### src/rtl/msi_evq_pkg.sv
package msi_evq_pkg;
  localparam int ADDR_W = 32;
  localparam int WORD_W = 32;
  localparam int PAYLOAD_W = 16;

  typedef enum logic [1:0] {
    REG_BASE  = 2'd0,
    REG_HEAD  = 2'd1,
    REG_STEER = 2'd2,
    REG_NONE  = 2'd3
  } reg_kind_e;

  typedef enum logic {
    ENG_IDLE  = 1'b0,
    ENG_WRITE = 1'b1
  } eng_state_e;

  // byte address of a ring slot: four bytes per entry
  function automatic logic [ADDR_W-1:0] slot_addr(input logic [ADDR_W-1:0] base,
                                                  input logic [ADDR_W-1:0] ptr);
    return base + (ptr << 2);
  endfunction

  // entry word: tag in the upper half, payload in the lower half
  function automatic logic [WORD_W-1:0] pack_entry(input logic [PAYLOAD_W-1:0] tag,
                                                   input logic [PAYLOAD_W-1:0] payload);
    return {tag, payload};
  endfunction
endpackage

### src/rtl/msi_evq_steer.sv
module msi_evq_steer #(
  parameter int NUM_Q = 4,
  parameter int VEC_W = 6,
  parameter int QW    = 2
) (
  input  logic             clk,
  input  logic             rst_n,
  input  logic             wr_en,
  input  logic [VEC_W-1:0] wr_vec,
  input  logic [QW-1:0]    wr_q,
  input  logic [VEC_W-1:0] rd_vec,
  output logic [QW-1:0]    rd_q
);
  localparam int NUM_VEC = 1 << VEC_W;

  logic [QW-1:0] route_tbl [NUM_VEC];

  always_ff @(posedge clk) begin
    if (!rst_n) begin
      for (int v = 0; v < NUM_VEC; v++) route_tbl[v] <= QW'(v % NUM_Q);
    end else if (wr_en) begin
      route_tbl[wr_vec] <= wr_q;
    end
  end

  assign rd_q = route_tbl[rd_vec];

  // a steering write is visible on the next lookup of that vector
  assert_steer_update_R7: assert property (@(posedge clk) disable iff (!rst_n)
    wr_en |=> (route_tbl[$past(wr_vec)] == $past(wr_q)));
endmodule

### src/rtl/msi_evq_ptrs.sv
module msi_evq_ptrs
  import msi_evq_pkg::*;
#(
  parameter int NUM_Q = 4,
  parameter int PTR_W = 6,
  parameter int QW    = 2
) (
  input  logic              clk,
  input  logic              rst_n,
  input  logic              base_we,
  input  logic              head_we,
  input  logic [QW-1:0]     wq,
  input  logic [ADDR_W-1:0] wdata,
  input  logic              commit_en,
  input  logic [QW-1:0]     commit_q,
  input  logic [QW-1:0]     sel_q,
  output logic              sel_full,
  output logic [ADDR_W-1:0] sel_addr,
  output logic [NUM_Q-1:0]  irq
);
  logic [ADDR_W-1:0] base_r [NUM_Q];
  logic [PTR_W-1:0]  head_r [NUM_Q];
  logic [PTR_W-1:0]  tail_r [NUM_Q];
  logic [NUM_Q-1:0]  full_v;

  function automatic logic [PTR_W-1:0] ring_next(input logic [PTR_W-1:0] p);
    return p + 1'b1;
  endfunction

  always_ff @(posedge clk) begin
    if (!rst_n) begin
      for (int q = 0; q < NUM_Q; q++) begin
        base_r[q] <= '0;
        head_r[q] <= '0;
        tail_r[q] <= '0;
      end
    end else begin
      if (base_we) base_r[wq] <= wdata;
      if (head_we) head_r[wq] <= wdata[PTR_W-1:0];
      if (commit_en) tail_r[commit_q] <= ring_next(tail_r[commit_q]);
    end
  end

  for (genvar i = 0; i < NUM_Q; i++) begin : g_q
    assign full_v[i] = (ring_next(tail_r[i]) == head_r[i]);
    assign irq[i]    = (head_r[i] != tail_r[i]);

    // tail moves only on a confirmed write to this queue, by one slot
    assert_tail_step_R4: assert property (@(posedge clk) disable iff (!rst_n)
      (tail_r[i] != $past(tail_r[i])) |->
        ($past(commit_en && (commit_q == QW'(i))) &&
         (tail_r[i] == PTR_W'($past(tail_r[i]) + 1))));

    // a line rises only after a tail advance or a head write on that queue
    assert_irq_cause_R5: assert property (@(posedge clk) disable iff (!rst_n)
      $rose(irq[i]) |->
        ($past(commit_en && (commit_q == QW'(i))) || $past(head_we && (wq == QW'(i)))));
  end

  assign sel_full = full_v[sel_q];
  assign sel_addr = slot_addr(base_r[sel_q], ADDR_W'(tail_r[sel_q]));
endmodule

### src/rtl/msi_evq_engine.sv
module msi_evq_engine
  import msi_evq_pkg::*;
#(
  parameter int VEC_W = 6,
  parameter int QW    = 2
) (
  input  logic                 clk,
  input  logic                 rst_n,
  input  logic                 msi_valid,
  input  logic [VEC_W-1:0]     msi_vector,
  input  logic [PAYLOAD_W-1:0] msi_data,
  output logic                 msi_ready,
  input  logic [QW-1:0]        tgt_q,
  input  logic                 tgt_full,
  input  logic [ADDR_W-1:0]    tgt_addr,
  output logic                 mem_wr_valid,
  output logic [ADDR_W-1:0]    mem_wr_addr,
  output logic [WORD_W-1:0]    mem_wr_data,
  input  logic                 mem_wr_ack,
  output logic                 commit_en,
  output logic [QW-1:0]        commit_q
);
  eng_state_e        state;
  logic              accept;
  logic [QW-1:0]     q_r;
  logic [ADDR_W-1:0] addr_r;
  logic [WORD_W-1:0] data_r;

  assign msi_ready = (state == ENG_IDLE) && !tgt_full;
  assign accept    = msi_valid && msi_ready;

  always_ff @(posedge clk) begin
    if (!rst_n) begin
      state  <= ENG_IDLE;
      q_r    <= '0;
      addr_r <= '0;
      data_r <= '0;
    end else begin
      case (state)
        ENG_IDLE: if (accept) begin
          state  <= ENG_WRITE;
          q_r    <= tgt_q;
          addr_r <= tgt_addr;
          data_r <= pack_entry(PAYLOAD_W'(msi_vector), msi_data);
        end
        ENG_WRITE: if (mem_wr_ack) state <= ENG_IDLE;
        default: state <= ENG_IDLE;
      endcase
    end
  end

  assign mem_wr_valid = (state == ENG_WRITE);
  assign mem_wr_addr  = addr_r;
  assign mem_wr_data  = data_r;
  assign commit_en    = mem_wr_valid && mem_wr_ack;
  assign commit_q     = q_r;

  // an unacknowledged request stays put
  assert_req_hold_R3: assert property (@(posedge clk) disable iff (!rst_n)
    (mem_wr_valid && !mem_wr_ack) |=>
      (mem_wr_valid && $stable(mem_wr_addr) && $stable(mem_wr_data)));

  // nothing new is taken while a write is outstanding
  assert_single_flight_R3: assert property (@(posedge clk) disable iff (!rst_n)
    mem_wr_valid |-> !msi_ready);

  // a request appears only after an accept
  assert_req_from_accept_R3: assert property (@(posedge clk) disable iff (!rst_n)
    $rose(mem_wr_valid) |-> $past(msi_valid && msi_ready));
endmodule

### src/rtl/msi_evq_ctrl.sv
module msi_evq_ctrl
  import msi_evq_pkg::*;
#(
  parameter int NUM_Q = 4,
  parameter int VEC_W = 6,
  parameter int PTR_W = 6
) (
  input  logic             clk,
  input  logic             rst_n,
  input  logic             msi_valid,
  input  logic [VEC_W-1:0] msi_vector,
  input  logic [15:0]      msi_data,
  output logic             msi_ready,
  output logic             mem_wr_valid,
  output logic [31:0]      mem_wr_addr,
  output logic [31:0]      mem_wr_data,
  input  logic             mem_wr_ack,
  input  logic             reg_we,
  input  logic [1:0]       reg_kind,
  input  logic [VEC_W-1:0] reg_idx,
  input  logic [31:0]      reg_wdata,
  output logic [NUM_Q-1:0] irq
);
  localparam int QW = (NUM_Q > 1) ? $clog2(NUM_Q) : 1;

  logic          base_we, head_we, steer_we;
  logic [QW-1:0] tgt_q, commit_q;
  logic          tgt_full, commit_en;
  logic [31:0]   tgt_addr;

  assign base_we  = reg_we && (reg_kind == REG_BASE);
  assign head_we  = reg_we && (reg_kind == REG_HEAD);
  assign steer_we = reg_we && (reg_kind == REG_STEER);

  msi_evq_steer #(.NUM_Q(NUM_Q), .VEC_W(VEC_W), .QW(QW)) u_steer (
    .clk(clk), .rst_n(rst_n),
    .wr_en(steer_we), .wr_vec(reg_idx), .wr_q(reg_wdata[QW-1:0]),
    .rd_vec(msi_vector), .rd_q(tgt_q)
  );

  msi_evq_ptrs #(.NUM_Q(NUM_Q), .PTR_W(PTR_W), .QW(QW)) u_ptrs (
    .clk(clk), .rst_n(rst_n),
    .base_we(base_we), .head_we(head_we), .wq(reg_idx[QW-1:0]), .wdata(reg_wdata),
    .commit_en(commit_en), .commit_q(commit_q),
    .sel_q(tgt_q), .sel_full(tgt_full), .sel_addr(tgt_addr),
    .irq(irq)
  );

  msi_evq_engine #(.VEC_W(VEC_W), .QW(QW)) u_eng (
    .clk(clk), .rst_n(rst_n),
    .msi_valid(msi_valid), .msi_vector(msi_vector), .msi_data(msi_data),
    .msi_ready(msi_ready),
    .tgt_q(tgt_q), .tgt_full(tgt_full), .tgt_addr(tgt_addr),
    .mem_wr_valid(mem_wr_valid), .mem_wr_addr(mem_wr_addr), .mem_wr_data(mem_wr_data),
    .mem_wr_ack(mem_wr_ack),
    .commit_en(commit_en), .commit_q(commit_q)
  );

  // a full target queue never gets a new entry
  assert_no_overflow_R6: assert property (@(posedge clk) disable iff (!rst_n)
    (msi_valid && tgt_full) |=> !$rose(mem_wr_valid));
endmodule

### config.mk
export PLATFORM = sky130hd
export DESIGN_NAME = msi_evq_ctrl
export DESIGN_NICKNAME = d
export VERILOG_FILES = /design/src/rtl/msi_evq_pkg.sv /design/src/rtl/msi_evq_steer.sv /design/src/rtl/msi_evq_ptrs.sv /design/src/rtl/msi_evq_engine.sv /design/src/rtl/msi_evq_ctrl.sv
export SDC_FILE = /design/constraint.sdc
export NUM_CORES = 1
export LEC_CHECK = 0
export BUFFER_PORTS_ARGS = -buffer_cell sky130_fd_sc_hd__buf_2
export CAP_MARGIN = 25
export CORE_MARGIN = 2
export CORE_UTILIZATION = 55
export CTS_CLUSTER_SIZE = 10
export DETAILED_ROUTE_END_ITERATION = 8
export GPL_TIMING_DRIVEN = 0
export PLACE_DENSITY = 0.86
export RECOVER_POWER = 25
export SYNTH_ARGS = -nofsm -noshare
export SYNTH_HDL_FRONTEND = slang
export SYNTH_HIERARCHICAL = 1
export SYNTH_SLANG_ARGS = --single-unit
### constraint.sdc
create_clock -name clk -period 11.7 [get_ports clk]
set_input_delay 2.34 -clock clk [delete_from_list [all_inputs] [get_ports clk]]
set_output_delay 2.34 -clock clk [all_outputs]
set_load 0.02 [all_outputs]
* Word-level counts from Yosys, hierarchy flattened
Memory sizes are Yosys's and may differ from the RTL's. A register that Yosys moved wholly into a read port is not among the register bits.
Cells that the tools add are included.
** Cells by class
- Magnitude comparators :: 1
- Bitwise operators :: 1
- Equality and inequality tests :: 10
- Mux-type cells :: 32
- Add/sub/neg operators :: 6
- Reductions and logical operators :: 13
** Operators by type and width (number)
- adder 32 x 8 -> 32 bit :: 1
- 2-to-1 mux 32 bit :: 1
- OR reduction 32 bit :: 1
- adder 6 x 1 -> 6 bit (second input constant) :: 5
- == test 6 bit :: 4
- != test 6 bit :: 4
- 2-to-1 mux 1 bit :: 20
- 2-to-1 mux 6 bit :: 3
- 2-to-1 mux 2 bit :: 6
- OR reduction 6 bit :: 2
- logical AND 1 bit :: 6
- < comparator 2 x 3 -> 1 bit (second input constant) :: 1
- binary-select mux 1 bit (select 2 bit) :: 1
- == test 2 x 1 -> 1 bit (second input constant) :: 1
- == test 2 bit (second input constant) :: 1
- logical NOT 2 bit :: 1
- one-hot mux 1 bit (2 select lines) :: 1
- AND reduction 2 bit :: 1
- OR reduction 2 bit :: 1
- logical NOT 1 bit :: 1
- NOT 1 bit :: 1
** Storage, ports and cells
- Register bits after elaboration :: 57
- Logic and storage cells :: 71
- Memory bits (writable) :: 304
- Memories kept :: 4
** Memories
- u_ptrs.base_r :: depth 4, bits a word 32, rd ports 1, clocked after Yosys merged registers in 0, write ports 4, line msi_evq_ptrs.sv:21 : logic [ADDR_W-1:0] base_r [NUM_Q];
- u_steer.route_tbl :: depth 64, bits a word 2, rd ports 1, clocked after Yosys merged registers in 0, write ports 64, line msi_evq_steer.sv:16 : logic [QW-1:0] route_tbl [NUM_VEC];
- u_ptrs.head_r :: depth 4, bits a word 6, rd ports 4, clocked after Yosys merged registers in 0, write ports 4, line msi_evq_ptrs.sv:22 : logic [PTR_W-1:0] head_r [NUM_Q];
- u_ptrs.tail_r :: depth 4, bits a word 6, rd ports 6, clocked after Yosys merged registers in 1, write ports 4, line msi_evq_ptrs.sv:23 : logic [PTR_W-1:0] tail_r [NUM_Q];

* Depth between registers and ports, before layout
An unclocked memory read counts as a cell.
- Depth after elaboration :: 11
- Gate-level depth with buffers :: 23

* Hierarchy
The synthesis kept the hierarchy.
** By module, submodules not included
- msi_evq_ptrs :: instances 1, cells an instance 683, area an instance 9347.7 um^2
- msi_evq_steer :: instances 1, cells an instance 528, area an instance 6383.6 um^2
- msi_evq_engine :: instances 1, cells an instance 260, area an instance 2347.3 um^2
- msi_evq_ctrl :: instances 1, cells an instance 3, area an instance 30.0 um^2

* Least setup slack after synthesis
Ideal clock, no wire load.
- Path kind :: in2out
- From :: input msi_vector[1]
- To :: output msi_ready
- Data arrival time :: 5.081 ns
- Required time :: 9.360 ns
- Stages on the path :: 13
- Slack :: 4.279 ns
- Cells stage by stage :: buf_4 buf_4 buf_4 mux4_2 a22oi_1 a21oi_1 a211o_1 buf_6 buf_6 or4_1 o41ai_1 o32a_1 nor2_1
** On the way
- Word-level cells in the longest chain between the ends :: 5
** RTL lines
- from (decl) :: line msi_evq_ctrl.sv:11 : input logic [VEC_W-1:0] msi_vector,
- memory read (64 x 2 bit)
- net tgt_q[0] :: line msi_evq_ctrl.sv:27 : logic [QW-1:0] tgt_q, commit_q;
- binary-select mux 1 bit (select 2 bit) :: line msi_evq_ptrs.sv:60 : assign sel_full = full_v[sel_q];
- 2-to-1 mux 1 bit (implied by the code) :: line msi_evq_ptrs.sv:60
- net tgt_full :: line msi_evq_ctrl.sv:28 : logic tgt_full, commit_en;
- logical NOT 1 bit :: line msi_evq_engine.sv:29 : assign msi_ready = (state == ENG_IDLE) && !tgt_full;
- logical AND 1 bit :: line msi_evq_engine.sv:29
- to (decl) :: line msi_evq_ctrl.sv:13 : output logic msi_ready,
The timed path passes the listed nets, and every way through them passes these cells. The select of a mux whose other input is x is not followed.

* Final worst setup path
Ends and elaborated chain as after synthesis.

==> impl_metrics.toml <==
[outcome]
status = "finished clean"

[yosys]
ys.warnings.count = 6
async_reset_ff_frac = 0
syn_area_mm2 = 0.01811
ys_ff_latch = 361
syn_avg_cell_area_um2 = 12.29
seq_area_frac_synth = 0.5671
ys_types = 69
synthFlopType = "edfxtp_1"
syn_inst = 1474
synth-edff-count = 304

[layout]
final_cell_area_mm2 = 0.02051
drive_gt1_frac = 0.1459
syn_to_final_growth_pct = 13.26
n_fill_cell = 2329
layout_commonest_cell = "edfxtp_1"
fin_nets = 1735
final_cell_mix = "edfxtp_1, nand2_1, clkbuf_1"

[worst_setup_path]
crit_top_cell = "buf_4"
cpMaxStageDelayCell = "a2111oi_0"
crit_chain = "buf_2 > buf_4 > buf_4 > buf_4 > mux4_2 > a22oi_1 > a21oi_1 > a211o_1 > buf_6 > buf_6 > buf_4 > nand3b_1 > a2111oi_0 > o32a_1 > nor2_1 > buf_2"
critPathLaunchType = "input port"
cp_max_fo = 10
path_class = "input port to output port"
cpPeakStageDelay_ns = 0.90
crit_path_end_kind = "output port"
cp_data_required_time_ns = 9.36
arrival_ns = 6.56

[power]
power_density_mw_per_mm2 = 156.9
ir_drop_uv = 87.55
p_leak_uw = 0.007377

[clocking]
cts_sinks = 361
numCtsBuffers = 42
clk_path_buf_depth = 3
path_clk_slew_ns = 0.05
postCtsHoldBufs = 0
cts_tree = "built"
cts_max_level = 2
cts_setup_buffers = 0
cts_root_buf = "clkbuf_16"
cts_resized = 0
clock_latency_ns = 0.55

[drt]
wirelength_um = 48800
ant_nets = 0
avgRoutedWirePerCell_um = 22.96
routed_via_density = 6.234
drt_iter0_markers = 1915
dr_total_vias = 13250
drtPass1Iterations = 6
drc_errors = 0

[sta]
rsz0062_at_grt = "false"
hold_violations = 0
fin_worst_skew_ns = 0.02856
setup-violations-final = 0
fmax_mhz = 112.3
min_period_ns = 8.903
finalCritPeriodShare = 0.7609
worstMarginPinSlew_ns = 1.295
drv_slew = 0
fin_setup_tns_ns = 0
maxSlewHeadroom = 0.1274

[placement]
place_area_mm2 = 0.01938
hpwl_um = 33460
io_buffer_count = 125
place_congestion = 0.9647

[die]
row_count = 66
coreArea_mm2 = 0.03245
die_h_um = 185.5
die_w_um = 185.5
start_util = 0.5580
die_area_mm2 = 0.03439
ios = 137

[hold_path]
hold_class = "register to register"

[global_routing]
grt_overflow = 0
first_global_vias = 13310
grt_max_degree = 33
grt_antenna_before_repair = 4
grt_first_pass_wirelength_um = 72760
grt.total_usage = 0.2833

[flow_run]
max_cap_violations = 0
## report_power, final
part	internal, µW	switching [µW]
Combinational	196	324
Sequential	1480	38.9
Clock	699	482
Total	2370	845
## logic make-up after synthesis
family / after synthesis / synth area share
compound gates: 118 / 0.04464
xor+xnor: 66 / 0.03192
fa+ha+maj: 12 / 0.008706
buf+inv: 142 / 0.03862
flops: 361 / 0.5671
mux: 135 / 0.1274
other cells: 1 / 0.0002071
simple gates: 639 / 0.1814
## registers in the layout, summed over array words and instances, names as in the netlist
register            flops
u_ptrs/base_r         128
u_steer/route_tbl     128
u_eng/mem_wr_valid      1
u_eng/commit_q          2
u_eng/mem_wr_data      22
u_ptrs/tail_r          24
u_ptrs/head_r          24
u_eng/mem_wr_addr      32
## metrics by stage
stage / std cells / hold slack [ns] / setup slack, ns / utilization / total power (µW)
2_1_floorplan: 1483 / 0.4314 / 4.279 / - / 1890
3_3_place_gp: 2050 / 0.4384 / 3.013 / 0.5953 / 2033
3_5_place_dp: 2054 / 0.4446 / 3.000 / 0.5973 / 2055
4_1_cts: 2121 / 0.4542 / 2.991 / 0.6347 / 3221
5_1_grt: 2123 / 0.4719 / 2.813 / 0.6318 / 3316
6_report: 2125 / 0.4551 / 2.797 / 0.6320 / 3218
## final cells by class
cell class | count | area (µm²) | area share
well taps | 442 | 553.0 | 0.02696
repair buffers | 129 | 584.3 | 0.02849
clock inverters | 1 | 8.758 | 0.0004270
plain buffers | 120 | 615.6 | 0.03001
diodes | 4 | 10.01 | 0.0004880
clock buffers | 66 | 1205 | 0.05875
inverters | 22 | 82.58 | 0.004026
multi-input cells | 980 | 7181 | 0.3501
flip-flops and latches | 361 | 10270 | 0.5007
## routing by layer
| layer | share of wire | global-route usage |
|---|---|---|
| met5 | 0.00027 | 0 |
| met4 | 0.052 | 0.1492 |
| met3 | 0.13 | 0.07200 |
| met2 | 0.47 | 0.4649 |
| met1 | 0.34 | 0.3469 |
## cell usage after synthesis (3+ instances only)
library cell / n / area (µm²)
ha_1: 11 / 137.6
nor3_1: 43 / 215.2
mux4_2: 62 / 1396
nor2b_1: 13 / 81.33
a211o_1: 4 / 35.03
or2_2: 4 / 25.02
xor2_1: 34 / 297.8
nand2_1: 191 / 716.9
o21ba_2: 3 / 30.03
buf_4: 18 / 135.1
xnor2_1: 32 / 280.3
nand2b_1: 10 / 62.56
a22oi_1: 7 / 52.55
inv_1: 21 / 78.83
buf_2: 17 / 85.08
nand3_1: 57 / 285.3
a311oi_1: 3 / 26.28
mux4_1: 11 / 289.0
mux2i_1: 61 / 610.6
a21oi_1: 10 / 50.05
o21ai_0: 55 / 275.3
and4_4: 4 / 45.04
a2111oi_0: 3 / 26.28
nor2_1: 74 / 277.8
a211oi_1: 6 / 45.04
buf_1: 3 / 11.26
o21a_1: 3 / 22.52
nand3b_1: 5 / 37.54
clkbuf_1: 72 / 270.3
or3_1: 36 / 225.2
a21o_1: 4 / 30.03
a22o_1: 3 / 26.28
and3_1: 46 / 287.8
nor3b_1: 3 / 22.52
and2_1: 122 / 763.2
dfxtp_1: 57 / 1141
buf_6: 8 / 90.09
and3b_1: 3 / 26.28
edfxtp_1: 304 / 9129
nor4_1: 6 / 37.54
nand4_1: 12 / 75.07
## critical path: cells and delay by family
kind            cells  cell delay, ns
compound gates      5            2.02
simple gates        2            0.27
buf+inv             8            1.54
mux                 1            0.37
## final timing paths
kind                            start  cells past startpoint                     to  slack (ns)
min reg2reg     u_eng/mem_wr_data[10]                      2  u_eng/mem_wr_data[10]        0.46
max reg2reg  u_steer/route_tbl[38][1]                     20  u_eng/mem_wr_addr[30]        6.34
min             u_eng/mem_wr_data[10]                      2  u_eng/mem_wr_data[10]        0.46
max                     msi_vector[1]                     16              msi_ready        2.80
Power figures use the tool's default switching activity.
